===== src/rtl/ltp_pkg.sv =====
package ltp_pkg;

    // Per-block trace tracker states
    typedef enum logic [0:0] {
        TR_CLOSED = 1'b0,   // no coherence-miss trace in progress
        TR_OPEN   = 1'b1    // signature is being accumulated
    } trace_state_e;

    // Table update chosen in a cycle (learning has priority over feedback)
    typedef enum logic [1:0] {
        TBL_IDLE  = 2'd0,
        TBL_LEARN = 2'd1,
        TBL_FB    = 2'd2
    } tbl_op_e;

endpackage


===== src/rtl/ltp_trace.sv =====
module ltp_trace
    import ltp_pkg::*;
#(
    parameter int PC_W  = 30,
    parameter int SIG_W = 13
) (
    input  logic             clk,
    input  logic             rst_n,
    input  logic             ev_miss,    // coherence miss to this block
    input  logic             ev_touch,   // non-miss access to this block
    input  logic             ev_close,   // invalidation or issued request
    input  logic [PC_W-1:0]  pc,
    output logic             is_open,
    output logic [SIG_W-1:0] sig_q,
    output logic [SIG_W-1:0] sig_upd
);

    trace_state_e     state_q, state_d;
    logic [SIG_W-1:0] sig_d;
    logic [SIG_W-1:0] pc_sig;

    // truncated encodings of the PC and of the running sum
    assign pc_sig  = SIG_W'(pc);
    assign sig_upd = SIG_W'(sig_q + pc_sig);

    // state register
    always_ff @(posedge clk) begin
        if (!rst_n) begin
            state_q <= TR_CLOSED;
            sig_q   <= '0;
        end else begin
            state_q <= state_d;
            sig_q   <= sig_d;
        end
    end

    // next state and signature
    always_comb begin
        state_d = state_q;
        sig_d   = sig_q;
        unique case (state_q)
            TR_CLOSED: begin
                if (ev_miss) begin
                    state_d = TR_OPEN;
                    sig_d   = pc_sig;
                end
            end
            TR_OPEN: begin
                if (ev_close) begin
                    state_d = TR_CLOSED;
                end else if (ev_miss) begin
                    sig_d = pc_sig;
                end else if (ev_touch) begin
                    sig_d = sig_upd;
                end
            end
            default: state_d = TR_CLOSED;
        endcase
    end

    // outputs
    always_comb begin
        is_open = (state_q == TR_OPEN);
    end

endmodule


===== src/rtl/ltp_sig_table.sv =====
module ltp_sig_table
    import ltp_pkg::*;
#(
    parameter int SIG_W   = 13,
    parameter int ENTRIES = 4,
    parameter int CONF_W  = 2
) (
    input  logic                         clk,
    input  logic                         rst_n,
    input  logic [SIG_W-1:0]             probe_sig,
    input  logic                         learn_en,
    input  logic [SIG_W-1:0]             learn_sig,
    input  logic                         fb_en,
    input  logic                         fb_correct,
    input  logic                         issue_en,
    output logic                         hit_sat,
    output logic [$clog2(ENTRIES)-1:0]   hit_idx
);

    localparam int IDX_W = $clog2(ENTRIES);
    localparam logic [CONF_W-1:0] CONF_MAX  = {CONF_W{1'b1}};
    localparam logic [CONF_W-1:0] CONF_INIT = CONF_W'(1) << (CONF_W - 1);
    localparam logic [IDX_W-1:0]  LAST_IDX  = IDX_W'(ENTRIES - 1);

    logic [SIG_W-1:0]  sig_mem  [ENTRIES];
    logic [CONF_W-1:0] conf_mem [ENTRIES];
    logic [ENTRIES-1:0] vld_q;
    logic [IDX_W-1:0]  rr_q;
    logic [IDX_W-1:0]  last_idx_q;
    logic              last_vld_q;

    logic [ENTRIES-1:0] probe_match;
    logic [ENTRIES-1:0] learn_match;
    logic               learn_found;
    logic [IDX_W-1:0]   learn_idx;
    tbl_op_e            op;

    // one comparator pair per entry
    for (genvar e = 0; e < ENTRIES; e++) begin : g_cmp
        assign probe_match[e] = vld_q[e] && (sig_mem[e] == probe_sig);
        assign learn_match[e] = vld_q[e] && (sig_mem[e] == learn_sig);
    end

    // saturated-match lookup (signatures are unique within a table)
    always_comb begin
        hit_sat = 1'b0;
        hit_idx = '0;
        for (int e = 0; e < ENTRIES; e++) begin
            if (probe_match[e] && (conf_mem[e] == CONF_MAX)) begin
                hit_sat = 1'b1;
                hit_idx = IDX_W'(e);
            end
        end
    end

    always_comb begin
        learn_found = 1'b0;
        learn_idx   = '0;
        for (int e = 0; e < ENTRIES; e++) begin
            if (learn_match[e]) begin
                learn_found = 1'b1;
                learn_idx   = IDX_W'(e);
            end
        end
    end

    // update selection: a learning event in the same cycle drops feedback
    always_comb begin
        if (learn_en)                  op = TBL_LEARN;
        else if (fb_en && last_vld_q)  op = TBL_FB;
        else                           op = TBL_IDLE;
    end

    always_ff @(posedge clk) begin
        if (!rst_n) begin
            for (int e = 0; e < ENTRIES; e++) begin
                sig_mem[e]  <= '0;
                conf_mem[e] <= '0;
            end
            vld_q      <= '0;
            rr_q       <= '0;
            last_idx_q <= '0;
            last_vld_q <= 1'b0;
        end else begin
            unique case (op)
                TBL_LEARN: begin
                    if (learn_found) begin
                        if (conf_mem[learn_idx] != CONF_MAX)
                            conf_mem[learn_idx] <= conf_mem[learn_idx] + 1'b1;
                    end else begin
                        sig_mem[rr_q]  <= learn_sig;
                        conf_mem[rr_q] <= CONF_INIT;
                        vld_q[rr_q]    <= 1'b1;
                        rr_q           <= (rr_q == LAST_IDX) ? '0 : rr_q + 1'b1;
                    end
                end
                TBL_FB: begin
                    if (fb_correct) begin
                        if (conf_mem[last_idx_q] != CONF_MAX)
                            conf_mem[last_idx_q] <= conf_mem[last_idx_q] + 1'b1;
                    end else begin
                        if (conf_mem[last_idx_q] != '0)
                            conf_mem[last_idx_q] <= conf_mem[last_idx_q] - 1'b1;
                    end
                    last_vld_q <= 1'b0;
                end
                TBL_IDLE: ;
                default: ;
            endcase
            if (issue_en) begin
                last_idx_q <= hit_idx;
                last_vld_q <= 1'b1;
            end
        end
    end

endmodule


===== src/rtl/lt_predictor.sv =====
module lt_predictor #(
    parameter int NUM_BLOCKS = 8,
    parameter int PC_W       = 30,
    parameter int SIG_W      = 13,
    parameter int ENTRIES    = 4,
    parameter int CONF_W     = 2
) (
    input  logic                          clk,
    input  logic                          rst_n,
    input  logic                          acc_valid,
    input  logic [$clog2(NUM_BLOCKS)-1:0] acc_block,
    input  logic [PC_W-1:0]               acc_pc,
    input  logic                          acc_miss,
    input  logic                          acc_shared,
    input  logic                          inv_valid,
    input  logic [$clog2(NUM_BLOCKS)-1:0] inv_block,
    input  logic                          fb_valid,
    input  logic [$clog2(NUM_BLOCKS)-1:0] fb_block,
    input  logic                          fb_correct,
    output logic                          selfinv_valid,
    output logic [$clog2(NUM_BLOCKS)-1:0] selfinv_block
);

    localparam int BLK_W = $clog2(NUM_BLOCKS);
    localparam int IDX_W = $clog2(ENTRIES);

    logic [NUM_BLOCKS-1:0] issue_vec;

    for (genvar b = 0; b < NUM_BLOCKS; b++) begin : g_blk
        logic             inv_hit, acc_hit, miss_ev, touch_ev, close_ev;
        logic             is_open, hit_sat, fb_hit;
        logic [SIG_W-1:0] sig_q, sig_upd;
        logic [IDX_W-1:0] hit_idx;

        // an invalidation to the same block wins over a same-cycle access
        assign inv_hit  = inv_valid && (inv_block == BLK_W'(b));
        assign acc_hit  = acc_valid && acc_shared && (acc_block == BLK_W'(b)) && !inv_hit;
        assign miss_ev  = acc_hit && acc_miss;
        assign touch_ev = acc_hit && !acc_miss && is_open;
        assign fb_hit   = fb_valid && (fb_block == BLK_W'(b));
        assign issue_vec[b] = touch_ev && hit_sat;
        assign close_ev = inv_hit || issue_vec[b];

        ltp_trace #(
            .PC_W  (PC_W),
            .SIG_W (SIG_W)
        ) i_trace (
            .clk      (clk),
            .rst_n    (rst_n),
            .ev_miss  (miss_ev),
            .ev_touch (touch_ev),
            .ev_close (close_ev),
            .pc       (acc_pc),
            .is_open  (is_open),
            .sig_q    (sig_q),
            .sig_upd  (sig_upd)
        );

        ltp_sig_table #(
            .SIG_W   (SIG_W),
            .ENTRIES (ENTRIES),
            .CONF_W  (CONF_W)
        ) i_table (
            .clk        (clk),
            .rst_n      (rst_n),
            .probe_sig  (sig_upd),
            .learn_en   (inv_hit && is_open),
            .learn_sig  (sig_q),
            .fb_en      (fb_hit),
            .fb_correct (fb_correct),
            .issue_en   (issue_vec[b]),
            .hit_sat    (hit_sat),
            .hit_idx    (hit_idx)
        );
    end

    // registered request: one access per cycle, so at most one block issues
    always_ff @(posedge clk) begin
        if (!rst_n) begin
            selfinv_valid <= 1'b0;
            selfinv_block <= '0;
        end else begin
            selfinv_valid <= |issue_vec;
            selfinv_block <= (|issue_vec) ? acc_block : '0;
        end
    end

endmodule


===== config.mk =====
export PLATFORM = sky130hd
export DESIGN_NAME = lt_predictor
export DESIGN_NICKNAME = d
export VERILOG_FILES = /design/src/rtl/ltp_pkg.sv /design/src/rtl/ltp_trace.sv /design/src/rtl/ltp_sig_table.sv /design/src/rtl/lt_predictor.sv
export SDC_FILE = /design/constraint.sdc
export NUM_CORES = 2
export LEC_CHECK = 0
export BUFFER_PORTS_ARGS = -buffer_cell sky130_fd_sc_hd__buf_2
export CAP_MARGIN = 5
export CORE_MARGIN = 1.5
export CORE_UTILIZATION = 50
export DETAILED_ROUTE_END_ITERATION = 7
export GPL_TIMING_DRIVEN = 0
export PLACE_DENSITY = 0.65
export SETUP_SLACK_MARGIN = 0.4
export SLEW_MARGIN = 30
export SYNTH_ARGS = -nofsm -noshare
export SYNTH_HDL_FRONTEND = slang
export SYNTH_HIERARCHICAL = 1
export SYNTH_SLANG_ARGS = --single-unit
export TNS_END_PERCENT = 20

===== constraint.sdc =====
create_clock -name clk -period 11.45 [get_ports clk]
set_input_delay 1.145 -clock clk [delete_from_list [all_inputs] [get_ports clk]]
set_output_delay 1.145 -clock clk [all_outputs]
set_load 0.005 [all_outputs]

* Word level (Yosys, flattened, before mapping)
Memories as Yosys holds them, arrays and structs flattened. A register that Yosys moved wholly into a read port is not among the register bits. Index checks and enable logic that the tools add are counted.
Storage, ports and cells: flip-flop bits (word level) 188, memory bits (writable) 480, input port bits 47, output and inout port bits 4, logic and storage cells 1111, memories kept 16
Memories:
- g_blk[0].i_table.sig_mem | depth 4, width 13, read ports 4, clocked after Yosys merged registers in 0, write ports 4, line ltp_sig_table.sv:25 | logic [SIG_W-1:0] sig_mem [ENTRIES];
- g_blk[1].i_table.sig_mem | depth 4, width 13, read ports 4, clocked after Yosys merged registers in 0, write ports 4, line ltp_sig_table.sv:25
- g_blk[2].i_table.sig_mem | depth 4, width 13, read ports 4, clocked after Yosys merged registers in 0, write ports 4, line ltp_sig_table.sv:25
- g_blk[3].i_table.sig_mem | depth 4, width 13, read ports 4, clocked after Yosys merged registers in 0, write ports 4, line ltp_sig_table.sv:25
- g_blk[4].i_table.sig_mem | depth 4, width 13, read ports 4, clocked after Yosys merged registers in 0, write ports 4, line ltp_sig_table.sv:25
- g_blk[5].i_table.sig_mem | depth 4, width 13, read ports 4, clocked after Yosys merged registers in 0, write ports 4, line ltp_sig_table.sv:25
- 10 more memories
Cells by class: add/subtract/negate cells 40, $lt $le $gt $ge 16, equality and inequality tests 181, muxes and demuxes 505, bitwise logic cells 32, reduce and logical (&&, ||, !) cells 271
Operators with widths (count):
- 13-bit == test | 64
- 13-bit two-way mux | 40
- 1-bit two-way mux | 305
- 2-bit two-way mux | 136
- 13-bit case mux with 2 select lines | 8
- 1-bit logical AND | 185
- 13-bit adder | 8
- 13-bit OR reduction | 8
- 2-bit == test, second input constant | 48
- 2-bit by 1-bit adder with 2-bit output, second input constant | 24
- 2-bit inequality test, second input constant | 24
- 2-bit OR reduction | 24
- 3-bit == test, second input constant | 12
- 4-bit OR | 8
- 2-bit nonzero test | 16
- 2-bit by 3-bit < comparator with 1-bit output, second input constant | 8
- 3-bit by 2-bit inequality test with 1-bit output, second input constant | 8
- 3-bit AND reduction | 8
- 3-bit by 2-bit == test with 1-bit output, second input constant | 6
- 2-bit AND reduction | 9
- 1-bit demux with 2-bit select | 8
- 2-bit by 1-bit == test with 1-bit output, second input constant | 8
- 2-bit by 1-bit >= comparator with 1-bit output, second input constant | 8
- 2-bit by 1-bit inequality test with 1-bit output, second input constant | 8
- 9 further kinds | 64

* Depth between registers and ports, before layout
An unclocked memory read counts as a cell.
depth after elaboration 17, depth in mapped cells 25, gate-level depth less buffers 24

* Modules after synthesis
The synthesis kept the hierarchy.
Modules (own cells, without submodules):
- ltp_sig_table (g_blk[0].i_table ...) | instances 3, cells each 403, area each 4495.6 sq um, seq. area each 2021.9 sq um
- ltp_sig_table (g_blk[5].i_table ...) | instances 2, cells each 401, area each 4400.5 sq um, seq. area each 2021.9 sq um
- ltp_trace (g_blk[0].i_trace ...) | instances 4, cells each 163, area each 1270.0 sq um, seq. area each 280.3 sq um
- ltp_sig_table (g_blk[4].i_table) | instances 1, cells each 408, area each 4488.1 sq um, seq. area each 2021.9 sq um
- ltp_sig_table (g_blk[7].i_table) | instances 1, cells each 404, area each 4470.5 sq um, seq. area each 2021.9 sq um
- ltp_sig_table (g_blk[1].i_table) | instances 1, cells each 404, area each 4453.0 sq um, seq. area each 2021.9 sq um
- ltp_trace (g_blk[5].i_trace ...) | instances 2, cells each 157, area each 1227.4 sq um, seq. area each 280.3 sq um
- ltp_trace (g_blk[4].i_trace) | instances 1, cells each 161, area each 1242.4 sq um, seq. area each 280.3 sq um
- ltp_trace (g_blk[7].i_trace) | instances 1, cells each 157, area each 1214.9 sq um, seq. area each 280.3 sq um
- lt_predictor | instances 1, cells each 116, area each 800.8 sq um, seq. area each 80.1 sq um

* Least setup slack after synthesis
Ideal clock, no wire load.
path kind input-to-reg, from input acc_pc[0], to register g_blk[5].i_trace.sig_q[11], arrival time 5.318 ns, required time 11.380 ns, path slack 6.062 ns, stages 25, cells stage by stage ha_1 -> fa_1 -> a21o_1 -> a41oi_2 -> a21oi_1 -> a211o_1 -> a21oi_1 -> xnor2_1 -> clkbuf_1 -> xnor2_1 -> nand4_1 -> or4_1 -> inv_1 -> nor2_1 -> nand3_1 -> inv_1 -> nor3_1 -> and2_1 -> or2_1 -> nand2_1 -> nand3b_1 -> o211ai_1 -> a311oi_1 -> o41ai_1 -> a21oi_1
On the way: longest elaborated chain between the ends 12, elaborated cells between the ends (all ways) 25, those cells by class add/sub: 1; eq/ne: 5; mux: 8; reduce/logical: 11
Ends and longest elaborated chain:
- from (decl) | line lt_predictor.sv:12 | input logic [PC_W-1:0] acc_pc,
- 13-bit adder * | line ltp_trace.sv:24 | assign sig_upd = SIG_W'(sig_q + pc_sig);
- named net g_blk[5].sig_upd[10] | line lt_predictor.sv:32 | logic [SIG_W-1:0] sig_q, sig_upd;
- 13-bit == test | line ltp_sig_table.sv:40 | assign probe_match[e] = vld_q[e] && (sig_mem[e] == probe_sig);
- 1-bit logical AND | line ltp_sig_table.sv:40
- 1-bit logical AND | line ltp_sig_table.sv:49 | if (probe_match[e] && (conf_mem[e] == CONF_MAX)) begin
- 1-bit two-way mux (3 in series) | line ltp_sig_table.sv:49
- 1-bit two-way mux * | line ltp_sig_table.sv:49
- named net g_blk[5].hit_sat | line lt_predictor.sv:31 | logic is_open, hit_sat, fb_hit;
- 1-bit logical AND * | line lt_predictor.sv:41 | assign issue_vec[b] = touch_ev && hit_sat;
- named net issue_vec[5] | line lt_predictor.sv:27 | logic [NUM_BLOCKS-1:0] issue_vec;
- 1-bit logical OR * | line lt_predictor.sv:42 | assign close_ev = inv_hit || issue_vec[b];
- named net g_blk[5].close_ev | line lt_predictor.sv:30 | logic inv_hit, acc_hit, miss_ev, touch_ev, close_ev;
- 2-bit inequality test (no line) *
- 3-bit AND reduction (no line) *
- to (signal assigned) | line ltp_trace.sv:33 | sig_q <= sig_d;
- to (decl) | line ltp_trace.sv:14 | output logic [SIG_W-1:0] sig_q,
Mark *: on every way through the listed nets, which the timed path passes. The rest lies on a longest branch. The select of a mux whose other input is x is not followed. A chain may end at the register's enable or synchronous reset.

* Final worst setup path
from input acc_pc[0], to register g_blk[2].i_trace.sig_q[2]
On the way: longest elaborated chain between the ends 12, elaborated cells between the ends (all ways) 25, those cells by class add/sub: 1; eq/ne: 5; mux: 8; reduce/logical: 11
Ends and longest elaborated chain (line):
- 13-bit adder * | ltp_trace.sv:24
- named net g_blk[2].sig_upd[12] | lt_predictor.sv:32
- 13-bit == test | ltp_sig_table.sv:40
- 1-bit logical AND | ltp_sig_table.sv:40
- 1-bit logical AND | ltp_sig_table.sv:49
- 1-bit two-way mux (3 in series) | ltp_sig_table.sv:49
- 1-bit two-way mux * | ltp_sig_table.sv:49
- named net g_blk[2].hit_sat | lt_predictor.sv:31
- 1-bit logical AND * | lt_predictor.sv:41
- named net issue_vec[2] | lt_predictor.sv:27
- 1-bit logical OR * | lt_predictor.sv:42
- named net g_blk[2].close_ev | lt_predictor.sv:30
- 2-bit inequality test (no line) *
- 3-bit AND reduction (no line) *
- to (signal assigned) | ltp_trace.sv:33
- to (decl) | ltp_trace.sv:14
Marks and branches as above.

==> reports/results.ini <==
[floorplan]
row_count=111
boundaryPins=51
start_util_pct=50.61
die_height_um=307.8
die_w_um=307.8
coreArea_sq_um=91800
dieArea_sq_um=94760

[drt]
wl_um=129400
viasPerCell=5.852
drtPass1Iterations=6
drc=0
wl_per_cell_um=21.38
vias=35420
final_antenna_net_count=0
drt_iter0_drc=3021

[timing]
setup_tns_ns=0
hold_viol=0
finalMaxSlewViolations=0
fmax_mhz=149.5
worst_pin_slew_ns=1.028
period_minus_slack_ns=6.691
slew_headroom_pct=30.86
period_share_pct=58.44
rsz0062_at_grt=no
clock_skew_ns=0.02232
setup_viol=0

[setup_path]
cp_data_required_time_ns=11.98
cp-start-kind=input pin
path_max_fanout=16
rrSetupSlack_ns=5.44
worst_setup_path_end_kind=register
arrival_ns=7.22
worstSetupPathType=input pin to register

[power_and_ir_drop]
max-vdd-ir-drop_mv=0.1063
p_per_area_nw_per_um2=118.6
power_leakage_nw=18.19

[clocking]
cts.clk_slew.worst_paths_ns=0.06
cts_sinks=684
cts_resized=0
clock_latency_ns=0.65
cts_buffers=83
cts_tree=yes
cts_buffer_depth=3
post_cts_buffers=0
cts-root-buf=clkbuf_16
hold_buffers=0
htreeDepth=3

[layout]
nFillCells=8078
drive_gt1_share_pct=11.25
seqCellArea_sq_um=18500
nNetsFinal=4932
antenna_cells=0
area_growth_pct=10.12
utilization_pct=55.73
multiInputGateArea_sq_um=25830
stdcell_area_sq_um=51170

[flow_run]
maxCapViolCount=0

[place]
gp_congestion=0.9018
place_area_sq_um=48370
dp_hpwl_um=93690
numPortBuffers=32

[run_status]
status=finished clean

[grt]
antenna_found_initial=4
grt_pass1_vias=34430
grt_start_max_net_pins=51
gr-total-overflow=0
grt_usage_pct=27.14
grt_pass1_wl_um=199800

[synthesis]
synth_cells=4619
syn-cell-area_sq_um=46460
syn_avg_cell_area_sq_um=10.06
synth_fp_nets=4810
ys_warn_count=6

[min_path]
holdCritPathClass=register to register

critical path, stage by stage:
cell and delay [ns]:
buf_2 0.34, ha_1 0.36, fa_1 0.41, a21o_1 0.23
a221oi_2 0.57, o41a_1 0.25, a21oi_1 0.09, nor2_1 0.11
clkbuf_1 0.39, xnor2_1 0.19, nand4_1 0.11, nor4_1 0.61
nor2_1 0.19, nand3_1 0.31, nand3_1 0.14, nor3_2 0.55
or2_1 0.25, a21o_1 0.18, clkbuf_1 0.43, o21ai_0 0.17
and2_1 0.18
final cells by class:
type                            count  share of cell area [%]
Buffer                            345                   3.827
Clock buffer                      117                   4.703
Clock inverter                     36                  0.7361
Inverter                           86                  0.6309
Multi-Input combinational cell   3504                   50.48
Sequential cell                   684                   36.15
Tap cell                         1243                   3.040
Timing Repair Buffer               37                  0.4328
final timing paths:
kind | cells past startpoint | end | start
min | 2 | g_blk[2].i_table/last_vld_q | g_blk[2].i_table/last_vld_q
max reg2reg | 20 | g_blk[2].i_trace/sig_q[2] | g_blk[2].i_trace/sig_q[0]
max | 21 | g_blk[2].i_trace/sig_q[2] | acc_pc[0]
min reg2reg | 2 | g_blk[2].i_table/last_vld_q | g_blk[2].i_table/last_vld_q
stage by stage:
stage               hold WS (ns)  power, W  cells  setup WS, ns
floorplan                 0.4567  0.003231   4619         6.075
global route              0.5343  0.006263   6052         4.583
finish                    0.4918  0.006068   6052         4.759
CTS                       0.4955  0.006116   6052         4.955
global placement          0.4654  0.003402   5894         3.992
detailed placement        0.4827  0.003415   5899         4.291
power breakdown:
part	internal, W	total, W	switching [W]
Combinational	0.000242	0.000606	0.000364
Sequential	0.00271	0.00277	0.0000628
Clock	0.00164	0.00269	0.00105
Total	0.00459	0.00607	0.00148
metal layers:
metal	up-vias	GRT usage, %	wire length [um]
met5	-	0	52
met4	8	8.626	3832
met3	257	4.294	8375
met2	1070	43.51	59120
met1	17290	37.50	58000
li1	16790	-	-
registers in the layout, summed over array words and instances (netlist names), named ones only:
name	flops
g_blk.i_table/last_idx_q	16
selfinv_block	3
g_blk.i_table/sig_mem	416
g_blk.i_table/vld_q	32
selfinv_valid	1
g_blk.i_trace/is_open	8
g_blk.i_table/conf_mem	64
g_blk.i_trace/sig_q	104
g_blk.i_table/last_vld_q	8
g_blk.i_table/rr_q	16
layout by cell type (no fill, tap or decap), drive strengths merged, types with 16 or more instances in the layout:
master	instances
mux2i	42
mux4	16
a311oi	16
nand3	79
nand2b	48
xor2	38
o21ai	159
or4	36
clkbuf	321
o31ai	28
ha	136
and2	287
buf	178
nand2	305
clkinv	25
dfxtp	204
inv	87
nor3	68
o211ai	24
a31oi	28
edfxtp	480
xnor2	888
a21o	30
a211oi	18
a21oi	217
o211a	17
a31o	27
nand4	259
nor2b	58
nor4	59
and3	209
nor2	178
(Power assumes the default switching activity.)
